<file path="src/rtl/rl_pkg.sv">
package rl_pkg;
    typedef enum logic [0:0] {
        ST_IDLE  = 1'b0,
        ST_CHECK = 1'b1
    } chan_state_t;

    localparam int NUM_CHAN = 2;
endpackage

</file>
<file path="src/rtl/rl_window_timer.sv">
module rl_window_timer #(
    parameter int WINDOW_CYCLES = 50_000_000
) (
    input  logic clk,
    input  logic rst_n,
    output logic tick
);
    localparam int CW = (WINDOW_CYCLES > 1) ? $clog2(WINDOW_CYCLES) : 1;
    localparam logic [CW-1:0] LAST = CW'(WINDOW_CYCLES - 1);

    logic [CW-1:0] div_q;

    always_ff @(posedge clk or negedge rst_n) begin
        if (!rst_n)            div_q <= '0;
        else if (div_q == LAST) div_q <= '0;
        else                   div_q <= div_q + 1'b1;
    end

    assign tick = (div_q == LAST);

    generate
        if (WINDOW_CYCLES > 1) begin : g_spacing
            // boundaries never come on consecutive cycles
            a_r1_tick_spacing: assert property (@(posedge clk) disable iff (!rst_n)
                tick |=> !tick);
        end
    endgenerate
endmodule

</file>
<file path="src/rtl/rl_channel.sv">
module rl_channel
    import rl_pkg::*;
#(
    parameter int LEN_W      = 11,
    parameter int RATE_W     = 8,
    parameter int STEP_BYTES = 4000
) (
    input  logic              clk,
    input  logic              rst_n,
    input  logic              tick,
    input  logic              start,
    input  logic [LEN_W-1:0]  len,
    input  logic              hi,
    input  logic [RATE_W-1:0] rate_hi,
    input  logic [RATE_W-1:0] rate_lo,
    input  logic              en_hi,
    input  logic              en_lo,
    input  logic              diff,
    output logic              dec_valid,
    output logic              dec_admit
);
    localparam int MAX_BUDGET = ((1 << RATE_W) - 1) * STEP_BYTES;
    localparam int BUDGET_W   = $clog2(MAX_BUDGET + 1);
    localparam int CNT_W      = ((BUDGET_W > LEN_W) ? BUDGET_W : LEN_W) + 1;

    chan_state_t       st, st_nxt;
    logic [LEN_W-1:0]  len_q;
    logic              hi_q;
    logic [CNT_W-1:0]  cnt_hi, cnt_lo, nxt_hi, nxt_lo;
    logic              use_lo, en_sel, fits, admit_now, charge;
    logic [RATE_W-1:0] rate_sel;
    logic [CNT_W-1:0]  base, sum, budget;

    // state register
    always_ff @(posedge clk or negedge rst_n) begin
        if (!rst_n) st <= ST_IDLE;
        else        st <= st_nxt;
    end

    always_comb begin
        st_nxt = st;
        unique case (st)
            ST_IDLE:  if (start) st_nxt = ST_CHECK;
            ST_CHECK: st_nxt = ST_IDLE;
        endcase
    end

    // capture of the frame descriptor on acceptance
    always_ff @(posedge clk or negedge rst_n) begin
        if (!rst_n) begin
            len_q <= '0;
            hi_q  <= 1'b0;
        end else if (st == ST_IDLE && start) begin
            len_q <= len;
            hi_q  <= hi;
        end
    end

    // class selection and budget comparison
    always_comb begin
        use_lo    = diff && !hi_q;
        rate_sel  = use_lo ? rate_lo : rate_hi;
        en_sel    = use_lo ? en_lo : en_hi;
        base      = tick ? '0 : (use_lo ? cnt_lo : cnt_hi);
        sum       = base + CNT_W'(len_q);
        budget    = CNT_W'(rate_sel) * CNT_W'(STEP_BYTES);
        fits      = (sum <= budget);
        admit_now = !en_sel || fits;
        charge    = en_sel && fits;
    end

    always_comb begin
        nxt_hi = tick ? '0 : cnt_hi;
        nxt_lo = tick ? '0 : cnt_lo;
        if (st == ST_CHECK && charge) begin
            if (use_lo) nxt_lo = sum;
            else        nxt_hi = sum;
        end
    end

    always_ff @(posedge clk or negedge rst_n) begin
        if (!rst_n) begin
            cnt_hi <= '0;
            cnt_lo <= '0;
        end else begin
            cnt_hi <= nxt_hi;
            cnt_lo <= nxt_lo;
        end
    end

    // output process
    always_ff @(posedge clk or negedge rst_n) begin
        if (!rst_n) begin
            dec_valid <= 1'b0;
            dec_admit <= 1'b0;
        end else begin
            dec_valid <= (st == ST_CHECK);
            dec_admit <= (st == ST_CHECK) ? admit_now : 1'b0;
        end
    end

    // decision follows an accepted strobe after two edges
    a_r2_latency: assert property (@(posedge clk) disable iff (!rst_n)
        (st == ST_IDLE && start) |=> ##1 dec_valid);
    // decision lasts a single cycle
    a_r2_single: assert property (@(posedge clk) disable iff (!rst_n)
        dec_valid |=> !dec_valid);
    // a boundary in idle empties both counters
    a_r1_clear: assert property (@(posedge clk) disable iff (!rst_n)
        (tick && st == ST_IDLE) |=> (cnt_hi == '0 && cnt_lo == '0));
    // a drop charges nothing
    a_r7_no_charge: assert property (@(posedge clk) disable iff (!rst_n)
        (st == ST_CHECK && !tick && !admit_now) |=>
        (cnt_hi == $past(cnt_hi) && cnt_lo == $past(cnt_lo)));
    // counters stay inside the largest budget
    a_r5_cap: assert property (@(posedge clk) disable iff (!rst_n)
        (cnt_hi <= CNT_W'(MAX_BUDGET) && cnt_lo <= CNT_W'(MAX_BUDGET)));
    // an unlimited class is always admitted
    a_r4_free_pass: assert property (@(posedge clk) disable iff (!rst_n)
        (st == ST_CHECK && !en_sel) |=> dec_admit);
endmodule

</file>
<file path="src/rtl/port_rate_limiter.sv">
module port_rate_limiter
    import rl_pkg::*;
#(
    parameter int LEN_W         = 11,
    parameter int RATE_W        = 8,
    parameter int STEP_BYTES    = 4000,
    parameter int WINDOW_CYCLES = 50_000_000
) (
    input  logic              clk,
    input  logic              rst_n,
    input  logic              rx_start,
    input  logic [LEN_W-1:0]  rx_len,
    input  logic              rx_hi,
    input  logic              tx_start,
    input  logic [LEN_W-1:0]  tx_len,
    input  logic              tx_hi,
    input  logic [RATE_W-1:0] rx_rate_hi,
    input  logic [RATE_W-1:0] rx_rate_lo,
    input  logic              rx_en_hi,
    input  logic              rx_en_lo,
    input  logic              rx_diff,
    input  logic [RATE_W-1:0] tx_rate_hi,
    input  logic [RATE_W-1:0] tx_rate_lo,
    input  logic              tx_en_hi,
    input  logic              tx_en_lo,
    input  logic              tx_diff,
    output logic              rx_dec_valid,
    output logic              rx_dec_admit,
    output logic              tx_dec_valid,
    output logic              tx_dec_admit
);
    logic tick;

    logic [NUM_CHAN-1:0]             c_start, c_hi, c_en_hi, c_en_lo, c_diff, c_valid, c_admit;
    logic [NUM_CHAN-1:0][LEN_W-1:0]  c_len;
    logic [NUM_CHAN-1:0][RATE_W-1:0] c_rate_hi, c_rate_lo;

    assign c_start   = {tx_start, rx_start};
    assign c_hi      = {tx_hi, rx_hi};
    assign c_len     = {tx_len, rx_len};
    assign c_rate_hi = {tx_rate_hi, rx_rate_hi};
    assign c_rate_lo = {tx_rate_lo, rx_rate_lo};
    assign c_en_hi   = {tx_en_hi, rx_en_hi};
    assign c_en_lo   = {tx_en_lo, rx_en_lo};
    assign c_diff    = {tx_diff, rx_diff};

    rl_window_timer #(.WINDOW_CYCLES(WINDOW_CYCLES)) u_timer (
        .clk  (clk),
        .rst_n(rst_n),
        .tick (tick)
    );

    generate
        for (genvar i = 0; i < NUM_CHAN; i++) begin : g_chan
            rl_channel #(
                .LEN_W     (LEN_W),
                .RATE_W    (RATE_W),
                .STEP_BYTES(STEP_BYTES)
            ) u_chan (
                .clk      (clk),
                .rst_n    (rst_n),
                .tick     (tick),
                .start    (c_start[i]),
                .len      (c_len[i]),
                .hi       (c_hi[i]),
                .rate_hi  (c_rate_hi[i]),
                .rate_lo  (c_rate_lo[i]),
                .en_hi    (c_en_hi[i]),
                .en_lo    (c_en_lo[i]),
                .diff     (c_diff[i]),
                .dec_valid(c_valid[i]),
                .dec_admit(c_admit[i])
            );
        end
    endgenerate

    assign rx_dec_valid = c_valid[0];
    assign rx_dec_admit = c_admit[0];
    assign tx_dec_valid = c_valid[1];
    assign tx_dec_admit = c_admit[1];
endmodule

</file>
<file path="config.mk">
export PLATFORM = sky130hd
export DESIGN_NAME = port_rate_limiter
export DESIGN_NICKNAME = d
export VERILOG_FILES = /design/src/rtl/rl_pkg.sv /design/src/rtl/rl_window_timer.sv /design/src/rtl/rl_channel.sv /design/src/rtl/port_rate_limiter.sv
export SDC_FILE = /design/constraint.sdc
export NUM_CORES = 1
export LEC_CHECK = 0
export ABC_AREA = 1
export BUFFER_PORTS_ARGS = -buffer_cell sky130_fd_sc_hd__clkbuf_2
export CAP_MARGIN = 20
export CORE_MARGIN = 10
export CORE_UTILIZATION = 65
export CTS_BUF_LIST = sky130_fd_sc_hd__clkbuf_16
export CTS_CLUSTER_DIAMETER = 40
export DETAILED_ROUTE_END_ITERATION = 7
export PLACE_DENSITY = 0.87
export SLEW_MARGIN = 5
export SYNTH_ARGS = -nofsm -noshare
export SYNTH_HDL_FRONTEND = slang
export SYNTH_HIERARCHICAL = 1
export SYNTH_SLANG_ARGS = --single-unit
export TNS_END_PERCENT = 100
</file>
<file path="constraint.sdc">
create_clock -name clk -period 9.95 [get_ports clk]
set_input_delay 1.99 -clock clk [delete_from_list [all_inputs] [get_ports clk]]
set_output_delay 1.99 -clock clk [all_outputs]
set_load 0.005 [all_outputs]
</file>
==> impl_metrics.yaml, run 1 <==
route:
  drcViolationCount: 0
  dr_total_vias: 12382
  drt-total-wl_um: 32900
  detail_route.wl_per_cell_um: 14.6
  detail_route.first_pass.iterations: 5
  avgViaCountPerCell: 5.50
  dr.first_iter.drc_count: 1072
  final_antenna_net_count: 0
yosys:
  number_of_enable_type_register_cells_in_the_synthesized_netlist: 0
  syn-cell-area_mm2: 0.0136
  synth_sequential_area_ratio_pct: 25.7
  synthDominantCellAreaShare_pct: 25.7
  yosys_most_used_dff: "sky130_fd_sc_hd__dfrtp_1"
  post-synth-top-count-cell: "sky130_fd_sc_hd__nand2_1"
  synth.top_cells.by_area: "sky130_fd_sc_hd__dfrtp_1, sky130_fd_sc_hd__nand2_1, sky130_fd_sc_hd__ha_1, sky130_fd_sc_hd__inv_1, sky130_fd_sc_hd__fa_1"
  async_reset_ff_share_pct: 100
  synth.distinct_cells: 49
  post_synth.cell_area_avg_um2: 7.02
  synth_top_cells_by_count: "sky130_fd_sc_hd__nand2_1, sky130_fd_sc_hd__inv_1, sky130_fd_sc_hd__nor2_1, sky130_fd_sc_hd__dfrtp_1, sky130_fd_sc_hd__nand3_1"
  post_synth_inst_count: 1941
  register_bit_count_reported_by_yosys: 140
  ys_warn_count: 6
  synth_area_leader_cell: "sky130_fd_sc_hd__dfrtp_1"
  synth_net_count: 2177
clock_network:
  cts_tree: "done"
  ctsHtreeMaxLevel: 4
  cts_buffers: 17
  hold_fix_buffers_at_cts: 0
  cts-resized-gates: 0
  clkSlewWorstSetupHoldPaths_ps: 60
  postCtsSetupRepairBufs: 0
  worst_skew_pair.late_latency_ps: 430
  clock_tree.root_cell: "sky130_fd_sc_hd__clkbuf_16"
  max-clock-path-buffers: 2
  cts.sinks: 140
worst_setup_path:
  path_common_cell: "sky130_fd_sc_hd__nand2_1"
  worstSetupPathType: "primary input to register"
  worstPathMaxFanout: 44
  cp_slowest_stage_delay_ps: 800
  crit_arrival_ps: 8700
  setup_slack_reg_to_reg_ps: 2770
  worst_setup_path_end_kind: "register"
  worst_r2r_startpoint: "g_chan[0].u_chan/hi_q$_DFFE_PN0P_"
  worst_setup_path_start_kind: "primary input"
  crit-reg2reg-capture: "g_chan[0].u_chan/cnt_lo[10]$_DFF_PN0_"
  crit_slowest_cell: "sky130_fd_sc_hd__o21ai_0"
  worst-endpoint-required_ps: 10270
  timing.reg2reg.worst_path_depth: 32
floorplan:
  ports_placed_on_the_boundary: 70
  design.die.area_mm2: 0.0271
  row_count: 52
  coreArea_mm2: 0.0204
  die_y_um: 165
  die_x_um: 165
  initial_core_util_pct: 66.7
place:
  dpl.hpwl_um: 23700
  port_buffers: 69
  place.gp.congestion: 0.968
  post-place-ws_ps: 1210
timing:
  max-slew-margin-rel_pct: 32.1
  fmax_mhz: 119
  finalMaxSlewViolations: 0
  finalCritPeriodShare_pct: 84.2
  rsz0062_at_grt: "false"
  setup-violations-final: 0
  timing.clock.skew_ps: 8.24
  setup_total_negative_slack_ps: 0
  finalHoldViolCount: 0
  fin_crit_ps: 8380
  setup_ws_ps: 1570
  worst-slew-pin-transition_ps: 1010
grt:
  globalRouteTotalUtil_pct: 24.9
  grt_antenna_before_repair: 0
  overflow_left_after_global_routing: 0
  grt_max_degree: 86
  met3_usage_pct: 4.56
  gr-usage-met1_pct: 30.3
  grt_use_met2_pct: 42.6
  vias_in_the_first_global_route: 12115
  global_route_wire_length_before_repair_um: 56100
  global_route.peak_usage_layer: "met2"
job:
  timing.max_cap.violations: 0
min_path:
  worst_hold_path.num_cells: 0
  timing.hold.worst.start: "g_chan[0].u_chan/st$_DFF_PN0_"
  worstHoldPathType: "register to register"
  timing.hold.worst_endpoint: "g_chan[0].u_chan/dec_valid$_DFF_PN0_"
pwr:
  power.leakage_nw: 8.08
  p_per_area_mw_per_mm2: 305
  peakVddDrop_mv: 0.217
layout:
  layout-drive-gt1-share_pct: 10.7
  area_growth_syn_to_layout_pct: 6.67
  antenna_cells: 0
  design.final.nets: 2207
run_status:
  outcome: "complete, no violations"
## registers in the layout, indices dropped and copies added (netlist names)
name	cells
u_timer/div_q	26
g_chan.u_chan/st	2
g_chan.u_chan/dec_valid	2
g_chan.u_chan/cnt_hi	42
g_chan.u_chan/cnt_lo	42
g_chan.u_chan/hi_q	2
g_chan.u_chan/dec_admit	2
g_chan.u_chan/len_q	22
## power by group
| part | internal [mW] | switching [mW] |
|---|---|---|
| clock network | 0.362 | 0.254 |
| registers | 0.695 | 0.0480 |
| logic | 1.17 | 1.91 |
## how the worst max path moves through the flow
stage | endpoint | slack [ps] | startpoint
2_1_floorplan | g_chan[1].u_chan/cnt_hi[19]$_DFF_PN0_ | 2180 | tx_diff
3_3_place_gp | g_chan[0].u_chan/cnt_lo[13]$_DFF_PN0_ | 1440 | rx_diff
3_5_place_dp | g_chan[0].u_chan/cnt_hi[12]$_DFF_PN0_ | 1210 | rx_diff
4_1_cts | g_chan[0].u_chan/cnt_lo[2]$_DFF_PN0_ | 1650 | rx_diff
5_1_grt | g_chan[0].u_chan/cnt_lo[19]$_DFF_PN0_ | 1020 | rx_diff
6_report | g_chan[0].u_chan/cnt_lo[10]$_DFF_PN0_ | 1570 | rx_diff
## layout by cell type (no fill, tap or decap), types with 11 or more instances in the layout
master                      netlist  routed
sky130_fd_sc_hd__nand4_1         12      12
sky130_fd_sc_hd__nand2_1        593     593
sky130_fd_sc_hd__nor2_1         154     153
sky130_fd_sc_hd__dfrtp_1        140     140
sky130_fd_sc_hd__nand2_4         13      13
sky130_fd_sc_hd__fa_1            42      42
sky130_fd_sc_hd__xor2_1          45      45
sky130_fd_sc_hd__ha_1           128     128
sky130_fd_sc_hd__inv_1          274     274
sky130_fd_sc_hd__nand3_1        133     133
sky130_fd_sc_hd__a22oi_1         20      20
sky130_fd_sc_hd__nor3_1          15      15
sky130_fd_sc_hd__clkbuf_16        0      17
sky130_fd_sc_hd__xnor2_1         22      22
sky130_fd_sc_hd__o21ai_1         11      11
sky130_fd_sc_hd__a21oi_1         49      49
sky130_fd_sc_hd__nand2_2         40      40
sky130_fd_sc_hd__o21ai_0         89      89
sky130_fd_sc_hd__clkbuf_2         0      68
## layout make-up
class,count,area (um2)
clock inverters,14,130
flip-flops and latches,140,3500
repair buffers,79,427
clock buffers,17,425
inverters,282,1060
well taps,270,338
fillers,1657,5900
multi-input cells,1451,8640
## kinds of logic after synthesis
group | count (synthesis) | share of synthesized area [%]
muxes | 2 | 0.147
DFF | 140 | 25.7
AOI/OAI and AO/OA | 202 | 8.54
and+or+nand+nor | 1010 | 32.4
xor gates and xnor gates | 67 | 4.31
adders and majority gates | 170 | 17.9
buffers and inverters | 350 | 11.0
## layer usage
layer,wire (um),vias to the layer above
met3,1990,77
met1,13700,5729
met5,0,-
li1,-,6148
met2,16200,428
met4,1040,0
## critical path, delay by kind of cell
kind            cells  cell delay [ps]
buf+inv             6              500
simple gates       16             2260
fa+ha+maj           6             2630
compound gates      3             1110
xor+xnor            1              130
## metrics by stage
stage	power, mW	hold slack, ps	std cells	util, %	instance area, um2
after floorplan	3.17	354	1941	-	13600
after global placement	3.62	360	2222	68.4	14000
after detailed placement	3.77	363	2222	68.4	14000
after CTS	4.41	376	2253	71.1	14500
after global routing	4.91	387	2253	71.1	14500
final	4.44	374	2253	71.1	14500
Note: power is estimated with default switching activity, not from simulation.
==> run 2, diff against run 1 <==
--- a/config.mk
+++ b/config.mk
@@ -9,11 +9,11 @@
 export BUFFER_PORTS_ARGS = -buffer_cell sky130_fd_sc_hd__clkbuf_2
 export CAP_MARGIN = 20
 export CORE_MARGIN = 10
-export CORE_UTILIZATION = 65
+export CORE_UTILIZATION = 64
 export CTS_BUF_LIST = sky130_fd_sc_hd__clkbuf_16
 export CTS_CLUSTER_DIAMETER = 40
 export DETAILED_ROUTE_END_ITERATION = 7
-export PLACE_DENSITY = 0.87
+export PLACE_DENSITY = 0.86
 export SLEW_MARGIN = 5
 export SYNTH_ARGS = -nofsm -noshare
 export SYNTH_HDL_FRONTEND = slang
==> constraint.sdc (replaced) <==
create_clock -name clk -period 8.2 [get_ports clk]
set_input_delay 1.64 -clock clk [delete_from_list [all_inputs] [get_ports clk]]
set_output_delay 1.64 -clock clk [all_outputs]
set_load 0.005 [all_outputs]
==> impl_metrics.yaml, run 2 (synthesized netlist as in run 1, its figures left out) <==
grt:
  grt_antenna_before_repair: 0
  overflow_left_after_global_routing: 0
  vias_in_the_first_global_route: 12284
  globalRouteTotalUtil_pct: 23.4
  grt_max_degree: 86
  global_route_wire_length_before_repair_um: 56200
floorplan:
  ports_placed_on_the_boundary: 70
  die_y_um: 166
  coreArea_mm2: 0.0210
  initial_core_util_pct: 65.0
  design.die.area_mm2: 0.0275
  row_count: 53
  die_x_um: 166
timing:
  rsz0062_at_grt: "false"
  setup-violations-final: 0
  finalHoldViolCount: 0
  setup_total_negative_slack_ps: 0
  timing.clock.skew_ps: 7.55
  fin_crit_ps: 7620
  finalCritPeriodShare_pct: 92.9
  fmax_mhz: 131
  finalMaxSlewViolations: 0
  worst-slew-pin-transition_ps: 929
  max-slew-margin-rel_pct: 37.4
  final.hold.worst_slack_ps: 377
route:
  final_antenna_net_count: 0
  detail_route.first_pass.iterations: 8
  dr.first_iter.drc_count: 1212
  drt-total-wl_um: 32900
  avgViaCountPerCell: 5.48
  detail_route.wl_per_cell_um: 14.5
  dr_total_vias: 12403
  drcViolationCount: 0
clock_network:
  clkSlewWorstSetupHoldPaths_ps: 60
  max-clock-path-buffers: 2
  postCtsSetupRepairBufs: 0
  worst_skew_pair.late_latency_ps: 430
  hold_fix_buffers_at_cts: 0
  ctsHtreeMaxLevel: 4
  cts_tree: "done"
  clock_tree.root_cell: "sky130_fd_sc_hd__clkbuf_16"
  cts-resized-gates: 0
  cts_buffers: 17
  cts.sinks: 140
layout:
  design.final.nets: 2211
  largest_registers: "g_chan.u_chan/cnt_hi x42, g_chan.u_chan/cnt_lo x42, u_timer/div_q x26"
  area_growth_syn_to_layout_pct: 7.68
  final_common_cell: "sky130_fd_sc_hd__nand2_1"
  fill_cells: 1664
  mostFrequentLayoutCells: "sky130_fd_sc_hd__nand2_1, sky130_fd_sc_hd__inv_1, sky130_fd_sc_hd__nor2_1, sky130_fd_sc_hd__dfrtp_1, sky130_fd_sc_hd__nand3_1"
  final_util_pct: 70.0
  layout-drive-gt1-share_pct: 11.0
  antenna_cells: 0
worst_setup_path:
  worstPathMaxFanout: 42
  critical_path_launch_point: "rx_diff"
  worstSetupPathType: "primary input to register"
  cp_slowest_stage_delay_ps: 550
  worst-endpoint-required_ps: 8510
  worst_setup_path_start_kind: "primary input"
  worst_r2r_startpoint: "g_chan[0].u_chan/hi_q$_DFFE_PN0P_"
  worst_setup_path_end_kind: "register"
  path_common_cell: "sky130_fd_sc_hd__nand2_1"
  crit_slowest_cell: "sky130_fd_sc_hd__fa_1"
  crit_arrival_ps: 7920
min_path:
  timing.hold.worst.start: "g_chan[0].u_chan/st$_DFF_PN0_"
  worstHoldPathType: "register to register"
run_status:
  outcome: "complete, no violations"
place:
  dpl.hpwl_um: 23700
  place.gp.congestion: 0.917
  port_buffers: 69
pwr:
  peakVddDrop_mv: 0.239
  p_per_area_mw_per_mm2: 373
  power.leakage_nw: 8.15
  fin_total_pwr_mw: 5.47
job:
  timing.max_cap.violations: 0
-- run 2: cell count changes in the layout (fill, tap and decap cells not counted), sizes merged --
cell,before,now
buf,11,14
bufinv,2,4
clkbuf,85,86
clkinv,8,3
clkinvlp,4,1
inv,282,288
-- run 2: metrics by stage --
stage               setup slack (ps)  instances  instance area, um2
global route                    36.3       2262               14700
CTS                              554       2259               14600
detailed placement               130       2228               14000
global placement                 315       2228               14000
floorplan                        780       1941               13600
finish                           583       2262               14700
-- run 2: area by class of cell --
cell class | instances | area (um2) | area share [%]
Timing Repair Buffer | 83 | 479 | 3.27
Tap cell | 275 | 344 | 2.35
Inverter | 282 | 1060 | 7.25
Multi-Input combinational cell | 1451 | 8640 | 58.9
Clock inverter | 14 | 209 | 1.42
Clock buffer | 17 | 425 | 2.90
Sequential cell | 140 | 3500 | 23.9
-- run 2: critical path, delay by kind of cell --
kind / cells / cell delay, ps
xor gates and xnor gates: 1 / 130
AOI/OAI and AO/OA: 3 / 810
and+or+nand+nor: 16 / 2070
buffers and inverters: 6 / 580
adders and majority gates: 6 / 2660
-- run 2: worst paths after layout --
check	to	slack, ps	cells after the start
min in group asynchronous	g_chan[0].u_chan/dec_valid$_DFF_PN0_	1280	1
max in group asynchronous	g_chan[0].u_chan/cnt_hi[2]$_DFF_PN0_	5630	2
min	g_chan[0].u_chan/dec_valid$_DFF_PN0_	380	0
min reg2reg	g_chan[0].u_chan/dec_valid$_DFF_PN0_	380	0
max reg2reg	g_chan[0].u_chan/cnt_hi[10]$_DFF_PN0_	1420	32
max	g_chan[0].u_chan/cnt_hi[10]$_DFF_PN0_	580	32
-- run 2: layer usage --
metal	up-vias	global-route usage, %	wire length [um]
met2	417	40.1	16400
met5	-	0	0
met1	5749	28.4	13700
met4	0	10.5	1070
met3	85	3.69	1720
li1	6152	-	-
-- run 2: where the power goes --
group | total (mW) | switching [mW] | internal, mW
Clock | 0.842 | 0.326 | 0.516
Combinational | 3.73 | 2.31 | 1.42
Sequential | 0.900 | 0.0570 | 0.843
Total | 5.47 | 2.69 | 2.78
